<file path="src/rtl/wpk_pkg.sv">
package wpk_pkg;

    typedef enum logic [2:0] {
        ST_IDLE,
        ST_FILL,
        ST_ISSUE,
        ST_DROP,
        ST_FINISH
    } wpk_state_e;

endpackage

</file>
<file path="src/rtl/wpk_lane_buf.sv">
module wpk_lane_buf #(
    parameter int WORD_BYTES = 8,
    localparam int LANE_W = $clog2(WORD_BYTES),
    localparam int DATA_W = WORD_BYTES * 8
) (
    input  logic              clk,
    input  logic              rst_n,
    input  logic              clr,
    input  logic              push,
    input  logic [7:0]        din,
    output logic [DATA_W-1:0] word,
    output logic              lane_last
);

    logic [LANE_W-1:0] lane_q;
    logic [7:0]        lane_byte [WORD_BYTES];

    always_ff @(posedge clk or negedge rst_n) begin
        if (!rst_n)     lane_q <= '0;
        else if (clr)   lane_q <= '0;
        else if (push)  lane_q <= lane_q + 1'b1;
    end

    for (genvar g = 0; g < WORD_BYTES; g++) begin : g_lane
        always_ff @(posedge clk or negedge rst_n) begin
            if (!rst_n)
                lane_byte[g] <= '0;
            else if (clr)
                lane_byte[g] <= '0;
            else if (push && lane_q == LANE_W'(g))
                lane_byte[g] <= din;
        end
        assign word[g*8 +: 8] = lane_byte[g];
    end

    assign lane_last = (lane_q == LANE_W'(WORD_BYTES - 1));

endmodule

</file>
<file path="src/rtl/wpk_addr_ctr.sv">
module wpk_addr_ctr #(
    parameter int ADDR_W = 26,
    parameter int LEN_W  = 16,
    localparam int CNT_W = LEN_W + 1
) (
    input  logic              clk,
    input  logic              rst_n,
    input  logic              load,
    input  logic [ADDR_W-1:0] base,
    input  logic [LEN_W-1:0]  len,
    input  logic              byte_take,
    input  logic              word_adv,
    output logic [ADDR_W-1:0] addr,
    output logic              rem_last,
    output logic              rem_zero
);

    logic [CNT_W-1:0] rem_q;
    logic [CNT_W-1:0] rem_init;

    assign rem_init = (len == '0) ? {1'b1, {LEN_W{1'b0}}} : {1'b0, len};

    always_ff @(posedge clk or negedge rst_n) begin
        if (!rst_n)         addr <= '0;
        else if (load)      addr <= base;
        else if (word_adv)  addr <= addr + 1'b1;
    end

    always_ff @(posedge clk or negedge rst_n) begin
        if (!rst_n)         rem_q <= '0;
        else if (load)      rem_q <= rem_init;
        else if (byte_take) rem_q <= rem_q - 1'b1;
    end

    assign rem_last = (rem_q == CNT_W'(1));
    assign rem_zero = (rem_q == '0);

endmodule

</file>
<file path="src/rtl/wpk_window.sv">
module wpk_window #(
    parameter int ADDR_W = 26
) (
    input  logic              clk,
    input  logic              rst_n,
    input  logic [ADDR_W-1:0] addr,
    input  logic [ADDR_W-1:0] lo,
    input  logic [ADDR_W-1:0] hi,
    input  logic              viol_set,
    input  logic              viol_clr,
    output logic              in_win,
    output logic              viol_flag
);

    assign in_win = (addr >= lo) && (addr <= hi);

    always_ff @(posedge clk or negedge rst_n) begin
        if (!rst_n)         viol_flag <= 1'b0;
        else if (viol_set)  viol_flag <= 1'b1;
        else if (viol_clr)  viol_flag <= 1'b0;
    end

endmodule

</file>
<file path="src/rtl/wpk_fsm.sv">
module wpk_fsm
    import wpk_pkg::*;
(
    input  logic clk,
    input  logic rst_n,
    input  logic start,
    input  logic in_valid,
    input  logic lane_last,
    input  logic rem_last,
    input  logic rem_zero,
    input  logic in_win,
    input  logic req_mask,
    input  logic wr_ready,
    output logic in_ready,
    output logic wr_req,
    output logic load,
    output logic buf_clr,
    output logic byte_take,
    output logic word_adv,
    output logic viol_set,
    output logic done,
    output logic busy
);

    wpk_state_e state_q, state_d;
    logic       word_end;
    logic       accepted;

    always_ff @(posedge clk or negedge rst_n) begin
        if (!rst_n) state_q <= ST_IDLE;
        else        state_q <= state_d;
    end

    assign word_end = in_valid && (lane_last || rem_last);
    assign accepted = !req_mask && wr_ready;

    always_comb begin
        state_d = state_q;
        unique case (state_q)
            ST_IDLE:   if (start) state_d = ST_FILL;
            ST_FILL:   if (word_end) state_d = in_win ? ST_ISSUE : ST_DROP;
            ST_ISSUE:  if (accepted) state_d = rem_zero ? ST_FINISH : ST_FILL;
            ST_DROP:   state_d = rem_zero ? ST_FINISH : ST_FILL;
            ST_FINISH: state_d = ST_IDLE;
            default:   state_d = ST_IDLE;
        endcase
    end

    always_comb begin
        in_ready  = 1'b0;
        wr_req    = 1'b0;
        load      = 1'b0;
        buf_clr   = 1'b0;
        byte_take = 1'b0;
        word_adv  = 1'b0;
        viol_set  = 1'b0;
        done      = 1'b0;
        busy      = 1'b1;
        unique case (state_q)
            ST_IDLE: begin
                busy    = 1'b0;
                load    = start;
                buf_clr = start;
            end
            ST_FILL: begin
                in_ready  = 1'b1;
                byte_take = in_valid;
            end
            ST_ISSUE: begin
                wr_req   = !req_mask;
                word_adv = accepted;
                buf_clr  = accepted;
            end
            ST_DROP: begin
                viol_set = 1'b1;
                word_adv = 1'b1;
                buf_clr  = 1'b1;
            end
            ST_FINISH: begin
                done = 1'b1;
            end
            default: busy = 1'b0;
        endcase
    end

endmodule

</file>
<file path="src/rtl/dma_word_packer.sv">
module dma_word_packer #(
    parameter int ADDR_W     = 26,
    parameter int LEN_W      = 16,
    parameter int WORD_BYTES = 8,
    localparam int DATA_W    = WORD_BYTES * 8
) (
    input  logic              clk,
    input  logic              rst_n,
    input  logic              start,
    input  logic [ADDR_W-1:0] base_addr,
    input  logic [LEN_W-1:0]  xfer_len,
    input  logic [ADDR_W-1:0] win_lo,
    input  logic [ADDR_W-1:0] win_hi,
    input  logic              req_mask,
    input  logic              oor_clear,
    input  logic              in_valid,
    input  logic [7:0]        in_data,
    output logic              in_ready,
    output logic              wr_req,
    output logic [ADDR_W-1:0] wr_addr,
    output logic [DATA_W-1:0] wr_data,
    input  logic              wr_ready,
    output logic              oor_flag,
    output logic              done,
    output logic              busy
);

    logic load, buf_clr, byte_take, word_adv, viol_set;
    logic lane_last, rem_last, rem_zero, in_win;

    wpk_fsm u_fsm (
        .clk       (clk),
        .rst_n     (rst_n),
        .start     (start),
        .in_valid  (in_valid),
        .lane_last (lane_last),
        .rem_last  (rem_last),
        .rem_zero  (rem_zero),
        .in_win    (in_win),
        .req_mask  (req_mask),
        .wr_ready  (wr_ready),
        .in_ready  (in_ready),
        .wr_req    (wr_req),
        .load      (load),
        .buf_clr   (buf_clr),
        .byte_take (byte_take),
        .word_adv  (word_adv),
        .viol_set  (viol_set),
        .done      (done),
        .busy      (busy)
    );

    wpk_lane_buf #(.WORD_BYTES(WORD_BYTES)) u_buf (
        .clk       (clk),
        .rst_n     (rst_n),
        .clr       (buf_clr),
        .push      (byte_take),
        .din       (in_data),
        .word      (wr_data),
        .lane_last (lane_last)
    );

    wpk_addr_ctr #(.ADDR_W(ADDR_W), .LEN_W(LEN_W)) u_addr (
        .clk       (clk),
        .rst_n     (rst_n),
        .load      (load),
        .base      (base_addr),
        .len       (xfer_len),
        .byte_take (byte_take),
        .word_adv  (word_adv),
        .addr      (wr_addr),
        .rem_last  (rem_last),
        .rem_zero  (rem_zero)
    );

    wpk_window #(.ADDR_W(ADDR_W)) u_win (
        .clk       (clk),
        .rst_n     (rst_n),
        .addr      (wr_addr),
        .lo        (win_lo),
        .hi        (win_hi),
        .viol_set  (viol_set),
        .viol_clr  (oor_clear),
        .in_win    (in_win),
        .viol_flag (oor_flag)
    );

endmodule

</file>
<file path="config.mk">
export PLATFORM = sky130hd
export DESIGN_NAME = dma_word_packer
export DESIGN_NICKNAME = d
export VERILOG_FILES = /design/src/rtl/wpk_pkg.sv /design/src/rtl/wpk_lane_buf.sv /design/src/rtl/wpk_addr_ctr.sv /design/src/rtl/wpk_window.sv /design/src/rtl/wpk_fsm.sv /design/src/rtl/dma_word_packer.sv
export SDC_FILE = /design/constraint.sdc
export NUM_CORES = 1
export LEC_CHECK = 0
export BUFFER_PORTS_ARGS = -buffer_cell sky130_fd_sc_hd__buf_2
export CAP_MARGIN = 10
export CORE_ASPECT_RATIO = 0.5
export CORE_MARGIN = 2
export CORE_UTILIZATION = 52
export DETAILED_ROUTE_END_ITERATION = 6
export PLACE_DENSITY_LB_ADDON = 0.1
export SLEW_MARGIN = 15
export SYNTH_ARGS = -nofsm -noshare
export SYNTH_HDL_FRONTEND = slang
export SYNTH_SLANG_ARGS = --single-unit
</file>
<file path="constraint.sdc">
create_clock -name clk -period 2.5 [get_ports clk]
set_clock_uncertainty 0.05 [all_clocks]
set_input_delay 0.125 -clock clk [delete_from_list [all_inputs] [get_ports clk]]
set_output_delay 0.125 -clock clk [all_outputs]
set_load 0.01 [all_outputs]
</file>
# Word level (Yosys, flattened, before mapping)
# Cells that the tools add are included.
# classes
add_sub_neg,3
magnitude_cmp,2
eq_ne,15
n_mux,40
n_reduce_logical,31
# op_table
cell,count
$mux W8,16
$mux W26,2
$mux W17,3
$add A26 B1 Y26 const B,1
$ge A26 B26 Y1,1
$le A26 B26 Y1,1
$reduce_bool A2 Y1,12
$mux W3,6
$eq A17 B1 Y1 const B,1
$logic_not A17 Y1,1
$sub A17 B1 Y17 const B,1
$logic_not A16 Y1,1
$eq A3 B3 Y1 const B,5
$eq A3 B2 Y1 const B,4
$pmux W3 S4,1
$logic_and A1 B1 Y1,11
$mux W1,10
$eq A3 B1 Y1 const B,2
$logic_not A3 Y1,2
$ne A2 B1 Y1 const B,2
$reduce_or A4 Y1,1
$add A3 B1 Y3 const B,1
$pmux W1 S3,1
$reduce_and A3 Y1,1
other kinds (4),4
# totals
register_bits,114
inputBits,109
output_inout_bits,95
word_cells,104

# Depth between registers and ports, before layout
# Gate-level depths: netlist (run 1).
# depth
depth_word,5
mapped_depth,8
mapped_depth_nobuf,8

# Modules after synthesis
# Synthesis (run 1) repeated with hierarchy kept, for this count alone.
# unflattened
hier_cells,744
area_unflattened_um2,7185.6
# by_module_without_submodules
module,n_inst,cells_each,area_each_um2,seq_area_each_um2
wpk_lane_buf,1,261,3153.0,1676.6
wpk_addr_ctr,1,274,2456.1,1076.0
wpk_window,1,184,1355.0,25.0
wpk_fsm,1,25,221.5,75.1

# Worst setup path after synthesis (run 1)
# Ideal clock, no wire load.
# synth_timing
kind,register to register
from,register u_addr.rem_q[10]
to,register u_fsm.state_q[0]
setup_time_ns,0.131
arrival_time_ns,1.813
required_ns,2.319
setup_slack_ns,0.506
stages_incl_launch_ff,7
path_buffers,0
synth_period_minus_slack_ns,1.994
cell_sequence,dfrtp_1 -> or4_1 -> nor2_2 -> nand4_1 -> o21ai_1 -> o21ai_1 -> or3_1
# synth_between
elab_chain_cells,5
elab_cells_between_ends,9
classes_between,2 x eq/ne; 3 x mux; 4 x reduce/logical
# synth_lines
item,line,source
start: declaration,wpk_addr_ctr.sv:18,logic [CNT_W-1:0] rem_q;
start signal: assignment,wpk_addr_ctr.sv:31,else if (load) rem_q <= rem_init;
start signal: assignment,wpk_addr_ctr.sv:32,else if (byte_take) rem_q <= rem_q - 1'b1;
$eq A17 B1 Y1,wpk_addr_ctr.sv:35,assign rem_last = (rem_q == CNT_W'(1));
$logic_or A1 B1 Y1,wpk_fsm.sv:34,assign word_end = in_valid && (lane_last || rem_last);
$logic_and A1 B1 Y1,wpk_fsm.sv:34,
$ne A2 B1 Y1 (no line),n/a,
$reduce_and A3 Y1 (no line),n/a,
end signal: assignment,wpk_fsm.sv:31,else state_q <= state_d;
end: declaration,wpk_fsm.sv:25,"wpk_state_e state_q, state_d;"
# Several ways; a longest one is shown, not always the timed one. The select of a mux whose other input is x is not followed.
# A chain may end at the register's enable or synchronous reset.

# Worst setup path in the final report (run 1)
# layout_timing
from,register u_addr.addr[3]
to,register u_fsm.state_q[0]
# layout_between
elab_chain_cells,5
elab_cells_between_ends,6
classes_between,2 x order compare; 3 x mux; 1 x reduce/logical
# layout_lines
item,line,source
start: declaration,wpk_addr_ctr.sv:13,"output logic [ADDR_W-1:0] addr,"
start signal: assignment,wpk_addr_ctr.sv:25,else if (load) addr <= base;
start signal: assignment,wpk_addr_ctr.sv:26,else if (word_adv) addr <= addr + 1'b1;
$ge A26 B26 Y1 or $le A26 B26 Y1 (tied branches),wpk_window.sv:15,assign in_win = (addr >= lo) && (addr <= hi);
$logic_and A1 B1 Y1 (*),wpk_window.sv:15,
$mux W1 (*),wpk_fsm.sv:41,ST_FILL: if (word_end) state_d = in_win ? ST_ISSUE : ST_DROP;
$mux W3 (*),wpk_fsm.sv:41,
$pmux W3 S4 (*),wpk_fsm.sv:39,unique case (state_q)
# Mark *: on every way between the ends. The rest lies on a longest branch, timed or not. The select of a mux whose other input is x is not followed.

==> qor.txt, run 1 <==
status - completed
Final WS setup - 0.1577 ns
Inserted Diodes - 0
CP endpoint kind - flip-flop
Post-route DRC - 0
final slew viol count - 0
CP peak stage delay - 0.45 ns
RSZ-0062 raised after global routing - no
total die area - 13,960 sq um
H-tree Lvls - 4
crit share post-route - 93.69%
Final TNS setup - 0 ns
worst slack, placed - 0.1389 ns
post-synthesis cell area - 6750 sq um
Port-buffer cells - 203
Finished Layout Cells - 1,182
site row count - 29
largest net degree at the start of global routing - 68
initial antenna violation count - 0
layout cells sized above 1 - 25.89%
CP Launch Type - flip-flop
Max Freq - 0.4269 GHz
Slew @ Worst Pin - 0.7081 ns
total core area - 12,660 sq um
area leader, netlist - dfrtp_1
Hold WS - 0.02436 ns
top-level port count - 204
Async SR Flop Fraction - 100.0%
minimum clock period - 2.342 ns
drt via density - 5.407
Post-CTS Setup Bufs - 0
Synth area leaders - dfrtp_1 (42%), ha_1 (11%), nand2_1 (5.9%)
Final Hold Viols - 0
worst rel slew slack - 52.48%
post-synth top area share - 42.26%
vias in the first global route - 6,294
clock root buffer - clkbuf_16
Clock Latency Late Sink - 0.41 ns
EDFF count, synth - 0
crit-path cells - ha_1 > a21o_1 > a21o_1 > a221oi_1 > o21ai_0 > a221oi_2 > or3_1
Final ANT Viol Nets - 0
Buf/Inv on CP - 0
static leakage - 4.725 nW
clk buf depth - 2
worst min-delay path class - input port to flip-flop
Syn Nets - 927
Starting Density - 53.31%
critical path required time - 2.80 ns
gpl congestion - 0.8470
register bit total from synthesis - 114
Arr. time, crit path - 2.64 ns
Via Count - 6,391
routed len/inst - 16.24 um
crit path max-delay cell type - dfrtp_1
global-route wire length before repair - 30.79 mm
clock sink count - 114
placed wire-length estimate - 13.35 mm
CTS tree - done
die height - 84.57 um
CP delay by family, top - compound AO/OA/AOI/OAI gates
count of cell types in the netlist - 54
Worst VDD drop - 0.5834 mV
CP dominant cell by count - a21o_1
number of buffers created by CTS - 17
total iterations of the first detailed-routing run - 5
Yosys Warn Count - 0
Syn Inst Count - 757
DR iter-0 viols - 386
Die X - 165.1 um
Crit Path Max Fanout - 6
total wire length - 19.20 mm
post-synthesis sequential area ratio - 42.26%
placed insts - 1,106
top_reg_cell synth - dfrtp_1
Reg clk slew, reported paths - 0.06 ns
kind of critical path - flip-flop to flip-flop
Tot Pwr - 9.727 mW
Tot GR Track Use - 28.28%
Mean Syn Cell Area - 8.917 sq um
grt ovf - 0
power density cells - 1083 nW/um^2
NumNets Final - 1,169
Max-Cap Viols - 0
Finish-stage setup viols - 0
synth-to-layout area growth - 33.07%
-- through the flow --
step / cell area [sq um] / utilization [%]
4_1_cts: 8976 / 70.88
2_1_floorplan: 6750 / -
5_1_grt: 8982 / 70.93
3_5_place_dp: 7960 / 62.86
6_report: 8982 / 70.93
3_3_place_gp: 7960 / 62.86
-- Yosys cell counts (16+ instances only) --
library cell	instances
dfrtp_1	114
nand2_1	106
ha_1	61
inv_1	60
a21oi_1	59
nand3_1	55
nor2_1	46
o21ai_0	40
xor2_1	26
mux2i_1	24
clkbuf_1	22
nand4_1	20
nor3_1	16
-- timing repair --
item	4_1_cts	5_1_grt
endpoints found under the hold margin	102	0
endpoints found under the setup margin	0	1
hold buffers	44	0
resized for setup	0	1
-- final timing paths --
kind,from,end,cells after the start,slack (ns)
worst max-delay path,u_addr.addr[3],u_fsm.state_q[0],7,0.16
worst min-delay path,in_data[7],u_buf.word[15],3,0.02
worst max register to register,u_addr.addr[3],u_fsm.state_q[0],7,0.16
worst min register to register,u_buf.word[39],u_buf.word[39],2,0.46
max in group asynchronous,rst_n,u_addr.addr[15],3,1.39
min in group asynchronous,rst_n,u_buf.word[46],2,0.13
-- cell families after synthesis --
| family | Yosys count | share of synthesized area (%) |
|---|---|---|
| AO/OA/AOI/OAI | 138 | 11.94 |
| XOR/XNOR | 35 | 4.541 |
| adder cells (fa/ha/maj) | 61 | 11.31 |
| buffers and inverters | 98 | 5.746 |
| flip-flops | 114 | 42.26 |
| multiplexers | 24 | 3.559 |
| AND/OR/NAND/NOR | 287 | 20.65 |
-- final cells by class --
cell class                      instances  area [sq um]
Clock buffer                           18         429.2
Clock inverter                         14         146.4
Sequential cell                       114          2853
Timing Repair Buffer                  261          1589
Tap cell                              170         212.7
Inverter                               60         225.2
Fill cell                            1001          3681
Multi-Input combinational cell        545          3527
-- flip-flops by register name (all words and copies together) (netlist names) --
register / flops
u_buf.word: 64
u_addr.addr: 26
u_buf.lane_q: 3
u_addr.rem_q: 17
u_win.viol_flag: 1
u_fsm.state_q: 3
-- power breakdown --
group	switching [mW]	leakage, nW	total, mW	internal [mW]
clock network	0.995	0.277	2.40	1.40
logic	2.19	2.99	3.90	1.71
registers	0.790	1.46	3.43	2.64
total	3.98	4.72	9.73	5.75
-- routing by layer --
| metal | routed length [um] | GRT usage (%) | up-vias |
|---|---|---|---|
| met5 | 0 | 0 | - |
| met4 | 331 | 9.644 | 0 |
| met3 | 1293 | 6.719 | 29 |
| met2 | 8902 | 46.25 | 204 |
| met1 | 8669 | 37.14 | 3036 |
| li1 | - | - | 3122 |
-- placed cells by master, fill, tap and decap left out, types with 3 or more instances in the layout --
cell / instances
or3_1: 4
and3_1: 5
a21oi_1: 59
ha_1: 61
o21ai_0: 40
inv_1: 60
a21o_1: 11
nor2b_1: 3
xor2_1: 26
buf_4: 13
nand2_1: 105
a211oi_1: 5
mux2i_1: 24
buf_2: 202
and2_1: 4
dlygate4sd3_1: 44
nor3_1: 16
o21ai_1: 3
clkbuf_16: 17
xnor2_1: 9
and4_1: 3
nor4_1: 8
nor2_1: 46
nand3_1: 55
nand4_1: 20
clkinv_4: 3
dfrtp_1: 114
inv_6: 6
-- tightest hold or removal path, cell delays in order --
cell and delay [ns]:
buf_2 0.17, nand3_1 0.10, a21oi_1 0.06
Note: power is estimated with default switching activity, not from simulation.
==> run 2, diff against run 1 <==
- CORE_UTILIZATION: 52 -> 53
- SYNTH_HIERARCHICAL: not set -> 1
==> qor.txt, run 2 <==
power density cells - 1079 nW/um^2
register bit total from synthesis - 114
failing checks - setup timing
Finish-stage setup viols - 1
met1 Resource Use GR - 37.73%
CP delay by family, top - simple AND/OR/NAND/NOR gates
static leakage - 5.055 nW
Final Instance Area - 9832 sq um
clock sink count - 114
Final TNS setup - -0.09124 ns
clock root buffer - clkbuf_16
Clock Latency Late Sink - 0.41 ns
Async SR Flop Fraction - 100.0%
DR iter-0 viols - 379
post-synth top area share - 39.70%
crit-path cells - buf_4 > ha_1 > nand4_1 > nor4bb_2 > nor3b_2 > a221oi_2 > a32oi_4 > nand4b_1 > nor2_1 > a2111oi_1
RSZ-0062 raised after global routing - yes
total wire length - 20.51 mm
Synth area leaders - dfrtp_1 (40%), ha_1 (11%), mux2i_1 (7.0%)
crit share post-route - 103.6%
Die X - 168.7 um
Final Hold Viols - 0
worst rel slew slack - 54.45%
CP endpoint kind - flip-flop
status - finished, violations left
most frequent cells in the layout - buf_2 (202), dfrtp_1 (113), inv_1 (60)
Via Count - 6,660
Post-Place Cell Area - 8596 sq um
number of buffers created by CTS - 17
Tot GR Track Use - 28.42%
post-synthesis cell area - 7186 sq um
Reg clk slew, reported paths - 0.06 ns
met2 usage - 46.98%
crit path max-delay cell type - dfrtp_1
routed len/inst - 16.79 um
Hold WS - 0.1207 ns
CTS tree - done
Max-Cap Viols - 0
die height - 86.34 um
Final WS setup - -0.09124 ns
Inserted Diodes - 0
Starting Density - 53.62%
final slew viol count - 0
placed insts - 1,133
layout cells sized above 1 - 31.48%
placed wire-length estimate - 14.42 mm
Worst VDD drop - 0.5721 mV
Slew @ Worst Pin - 0.6833 ns
synth-to-layout area growth - 36.83%
Crit Path Max Fanout - 6
Arr. time, crit path - 2.80 ns
most common cell in the netlist - dfrtp_1
total die area - 14,560 sq um
worst min-delay path class - input port to flip-flop
final core utilization - 73.37%
critical path required time - 2.71 ns
drt via density - 5.455
global-route wire length before repair - 32.66 mm
total iterations of the first detailed-routing run - 5
Tot Pwr - 10.60 mW
Port-buffer cells - 203
count of cell types in the netlist - 60
clk buf depth - 2
Max Freq - 0.3859 GHz
H-tree Lvls - 4
Buf/Inv on CP - 1
Syn Inst Count - 744
reg2reg setup slack - -0.09 ns
initial antenna violation count - 0
top-level port count - 204
CP Launch Type - flip-flop
Post-route DRC - 0
total core area - 13,400 sq um
Syn Nets - 914
Finished Layout Cells - 1,221
Yosys Warn Count - 6
gpl congestion - 0.8778
NumNets Final - 1,202
area leader, netlist - dfrtp_1
largest net degree at the start of global routing - 57
worst slack, placed - -0.1922 ns
met3 GRT Util - 6.712%
max FFs per register - 64
grt ovf - 0
commonest non-fill, non-tap cell in the layout - buf_2
Final ANT Viol Nets - 0
GR peak layer - met2
post-synthesis sequential area ratio - 39.70%
kind of critical path - flip-flop to flip-flop
Mean Syn Cell Area - 9.658 sq um
EDFF count, synth - 0
top_reg_cell synth - dfrtp_1
synth cell count leaders - dfrtp_1 (114), ha_1 (61), inv_1 (61)
vias in the first global route - 6,576
site row count - 30
minimum clock period - 2.591 ns
CP peak stage delay - 0.41 ns
run 2: changes by cell type after synthesis, moves of 20 or more:
cell      delta
a21oi_1     -29
nand2_1     -58
mux2i_1     +26
nand3_1     -24
nor2_1      -20
nand2b_1    +56
run 2: cells by family (layout without fill, tap and decap cells):
family / after synthesis / in the layout / share of synthesized area, %
xor gates and xnor gates: 25 / 25 / 3.047
AOI/OAI and AO/OA: 140 / 140 / 12.89
muxes: 50 / 50 / 6.965
buffers and inverters: 97 / 398 / 6.059
DFF: 114 / 114 / 39.70
and+or+nand+nor: 257 / 257 / 20.72
adders and majority gates: 61 / 61 / 10.62
run 2: repair_timing:
item | CTS | global route
resized for setup | 13 | 2
setup buffers | 3 | 0
hold buffers | 53 | 0
cloned | 0 | 0
hold endpoints to repair | 108 | 0
pin swaps | 6 | 0
setup endpoints to repair | 1 | 1
run 2: where the power goes:
part	internal (mW)	switching, mW
sequential	2.66	0.656
combinational	2.33	2.63
clock	1.40	0.918
total	6.40	4.21
run 2: layer usage:
| metal | up-vias | share of wire, % |
|---|---|---|
| met1 | 3185 | 45 |
| met3 | 25 | 7.0 |
| met2 | 225 | 47 |
| li1 | 3225 | - |
| met4 | 0 | 1.3 |
| met5 | - | 0 |
run 2: path summary, 6_finish.rpt:
path                                       from               end  cells past startpoint
max in group asynchronous                 rst_n   u_addr/addr[15]                      3
min in group asynchronous                 rst_n    u_buf/word[39]                      2
worst min-delay path                      start  u_fsm/state_q[2]                      4
worst min register to register  u_win/viol_flag   u_win/viol_flag                      1
worst max-delay path            u_addr/addr[23]  u_fsm/state_q[0]                     10
worst max register to register  u_addr/addr[23]  u_fsm/state_q[0]                     10
run 2: layout make-up:
type / instances / area [sq um]
multi-input combinational: 533 / 4033
fill: 1005 / 3568
sequential: 114 / 2854
timing repair buffer: 305 / 1929
clock buffer: 18 / 439.2
inverter: 61 / 229.0
tap: 176 / 220.2
clock inverter: 14 / 127.6
run 2: worst register-to-register path: stages, from the launching register on:
cell	delay [ns]
dfrtp_1	0.41
buf_4	0.17
ha_1	0.30
nand4_1	0.20
nor4bb_2	0.39
nor3b_2	0.25
a221oi_2	0.10
a32oi_4	0.29
nand4b_1	0.12
nor2_1	0.10
a2111oi_1	0.06
==> run 3, diff against run 2 <==
- ABC_AREA: not set -> 1
- CORE_UTILIZATION: 53 -> 55
- CTS_BUF_LIST: not set -> sky130_fd_sc_hd__clkbuf_4
- PLACE_DENSITY: not set -> 0.83
- PLACE_DENSITY_LB_ADDON: 0.1 -> not set
==> qor.txt, run 3 <==
Starting Density - 56.68%
Synth area leaders - dfrtp_1 (37%), nand2_1 (17%), ha_1 (9.9%)
Buf/Inv on CP - 1
clk buf depth - 2
total core area - 13,660 sq um
Syn Inst Count - 1,074
worst rel slew slack - 39.14%
Die X - 171.8 um
grt ovf - 0
largest net degree at the start of global routing - 47
Mean Syn Cell Area - 7.210 sq um
number of buffers created by CTS - 17
top_reg_cell synth - dfrtp_1
final slew viol count - 0
Post-Place Cell Area - 8934 sq um
count of cell types in the netlist - 37
Final ANT Viol Nets - 0
routed len/inst - 14.86 um
commonest non-fill, non-tap cell in the layout - nand2_1
CTS tree - done
crit-path cells - nor2_2 > nand2_1 > nor2_1 > nor4b_2 > nor2_1 > nor2_2 > nand4_1 > nand2_1 > dlygate4sd3_1
Async SR Flop Fraction - 100.0%
most frequent cells in the layout - nand2_1 (342), buf_2 (202), nand3_1 (135)
initial antenna violation count - 0
crit path max-delay cell type - dlygate4sd3_1
power density cells - 1016 nW/um^2
gpl congestion - 0.9309
global-route wire length before repair - 36.03 mm
EDFF count, synth - 0
synth-to-layout area growth - 26.60%
Final Instance Area - 9803 sq um
total iterations of the first detailed-routing run - 5
RSZ-0062 raised after global routing - no
most common cell in the netlist - nand2_1
worst min-delay path class - input port to async pin
register bit total from synthesis - 114
total die area - 15,100 sq um
Finish-stage setup viols - 0
Crit Path Max Fanout - 6
CP endpoint kind - flip-flop
vias in the first global route - 7,658
drt via density - 5.322
Slew @ Worst Pin - 0.9095 ns
largest family of logic cells by synthesized area - simple AND/OR/NAND/NOR gates
post-synthesis sequential area ratio - 36.84%
total wire length - 22.86 mm
H-tree Lvls - 4
clock sink count - 114
Yosys Warn Count - 6
placed wire-length estimate - 16.52 mm
Tot GR Track Use - 30.56%
area leader, netlist - dfrtp_1
crit share post-route - 91.70%
Synth Area in Adders - 9.856%
status - completed
Port-buffer cells - 203
Worst VDD drop - 0.3994 mV
die height - 87.91 um
Via Count - 8,190
Final Hold Viols - 0
XOR/XNOR Fraction of Synth Area - 1.697%
CP peak stage delay - 0.55 ns
top-level port count - 204
clock root buffer - clkbuf_4
CP delay by family, top - simple AND/OR/NAND/NOR gates
static leakage - 5.591 nW
mux contribution to synthesized area - 0%
critical path required time - 2.91 ns
Post-CTS Setup Bufs - 0
Max-Cap Viols - 0
max FFs per register - 64
layout cells sized above 1 - 21.83%
NumNets Final - 1,504
site row count - 30
kind of critical path - flip-flop to flip-flop
Post-route DRC - 0
Arr. time, crit path - 2.71 ns
DR iter-0 viols - 697
CP Launch Type - flip-flop
synth cell count leaders - nand2_1 (342), nand3_1 (135), inv_1 (134)
Inserted Diodes - 0
Max Freq - 0.4362 GHz
Synth Area in Simple Gates - 35.63%
Final TNS setup - 0 ns
Reg clk slew, reported paths - 0.12 ns
Clock Latency Late Sink - 0.53 ns
post-synthesis cell area - 7744 sq um
minimum clock period - 2.292 ns
Syn Nets - 1,244
post-synth top area share - 36.84%
post-synthesis compound-gate area fraction - 7.012%
-- run 3: cell families (layout without fill, tap and decap cells) --
logic type | Yosys count | count (layout)
compound gates | 87 | 87
flops | 114 | 114
simple gates | 630 | 630
xor+xnor | 15 | 15
fa+ha+maj | 61 | 61
buf+inv | 167 | 440
-- run 3: stage by stage --
| stage | instances | hold slack, ns | setup slack (ns) | utilization, % | power (mW) |
|---|---|---|---|---|---|
| after CTS | 1538 | 0.005440 | 0.04157 | 71.59 | 9.923 |
| after global routing | 1539 | 0.03373 | 0.05774 | 71.75 | 10.81 |
| final | 1539 | 0.05731 | 0.2076 | 71.75 | 9.964 |
| after detailed placement | 1452 | 0.08988 | 0.4583 | 65.38 | 8.344 |
| after floorplan | 1074 | -0.2206 | 0.7630 | - | 6.637 |
| after global placement | 1452 | 0.08375 | 0.4695 | 65.38 | 8.126 |
-- run 3: metal layers --
metal	global-route usage, %	share of wire [%]
met5	0	0
met2	53.74	48
met4	10.77	2.0
met1	38.26	43
met3	5.829	7.1
-- run 3: final timing paths --
check                           startpoint          endpoint  slack [ns]  depth (start not counted)
max                        u_addr/rem_q[8]  u_fsm/state_q[1]        0.21                          9
min                                  rst_n   u_addr/addr[19]        0.06                          2
max reg2reg                u_addr/rem_q[8]  u_fsm/state_q[1]        0.21                          9
min reg2reg                  u_buf/word[0]     u_buf/word[0]        0.46                          2
max in group asynchronous            rst_n    u_buf/word[54]        1.53                          3
min in group clk                in_data[3]    u_buf/word[11]        0.06                          5
-- run 3: cell type report --
class                   instances  area [sq um]
clock inverters                15         180.2
clock buffers                  17         127.6
multi-input cells             793          4215
inverters                     142         533.0
well taps                     192         240.2
repair buffers                266          1654
flip-flops and latches        114          2853
fillers                      1148          3860
-- run 3: worst reg2reg max path, delay by kind of cell, from the launching register on --
family / cells / cell delay, ns
and+or+nand+nor: 8 / 1.16
buffers and inverters: 1 / 0.55
DFF: 1 / 0.47
-- run 3: report_power, final --
| group | leakage [nW] | total (mW) | internal [mW] | switching [mW] |
|---|---|---|---|---|
| clock network | 0.161 | 1.50 | 0.704 | 0.796 |
| logic | 3.98 | 4.94 | 1.94 | 3.00 |
| registers | 1.45 | 3.53 | 2.62 | 0.907 |
| total | 5.59 | 9.96 | 5.26 | 4.70 |
-- run 3: repair_timing --
item,CTS,global route
endpoints found under the setup margin,0,1
hold endpoints to repair,145,1
hold buffers,54,1
gates resized for setup,0,3
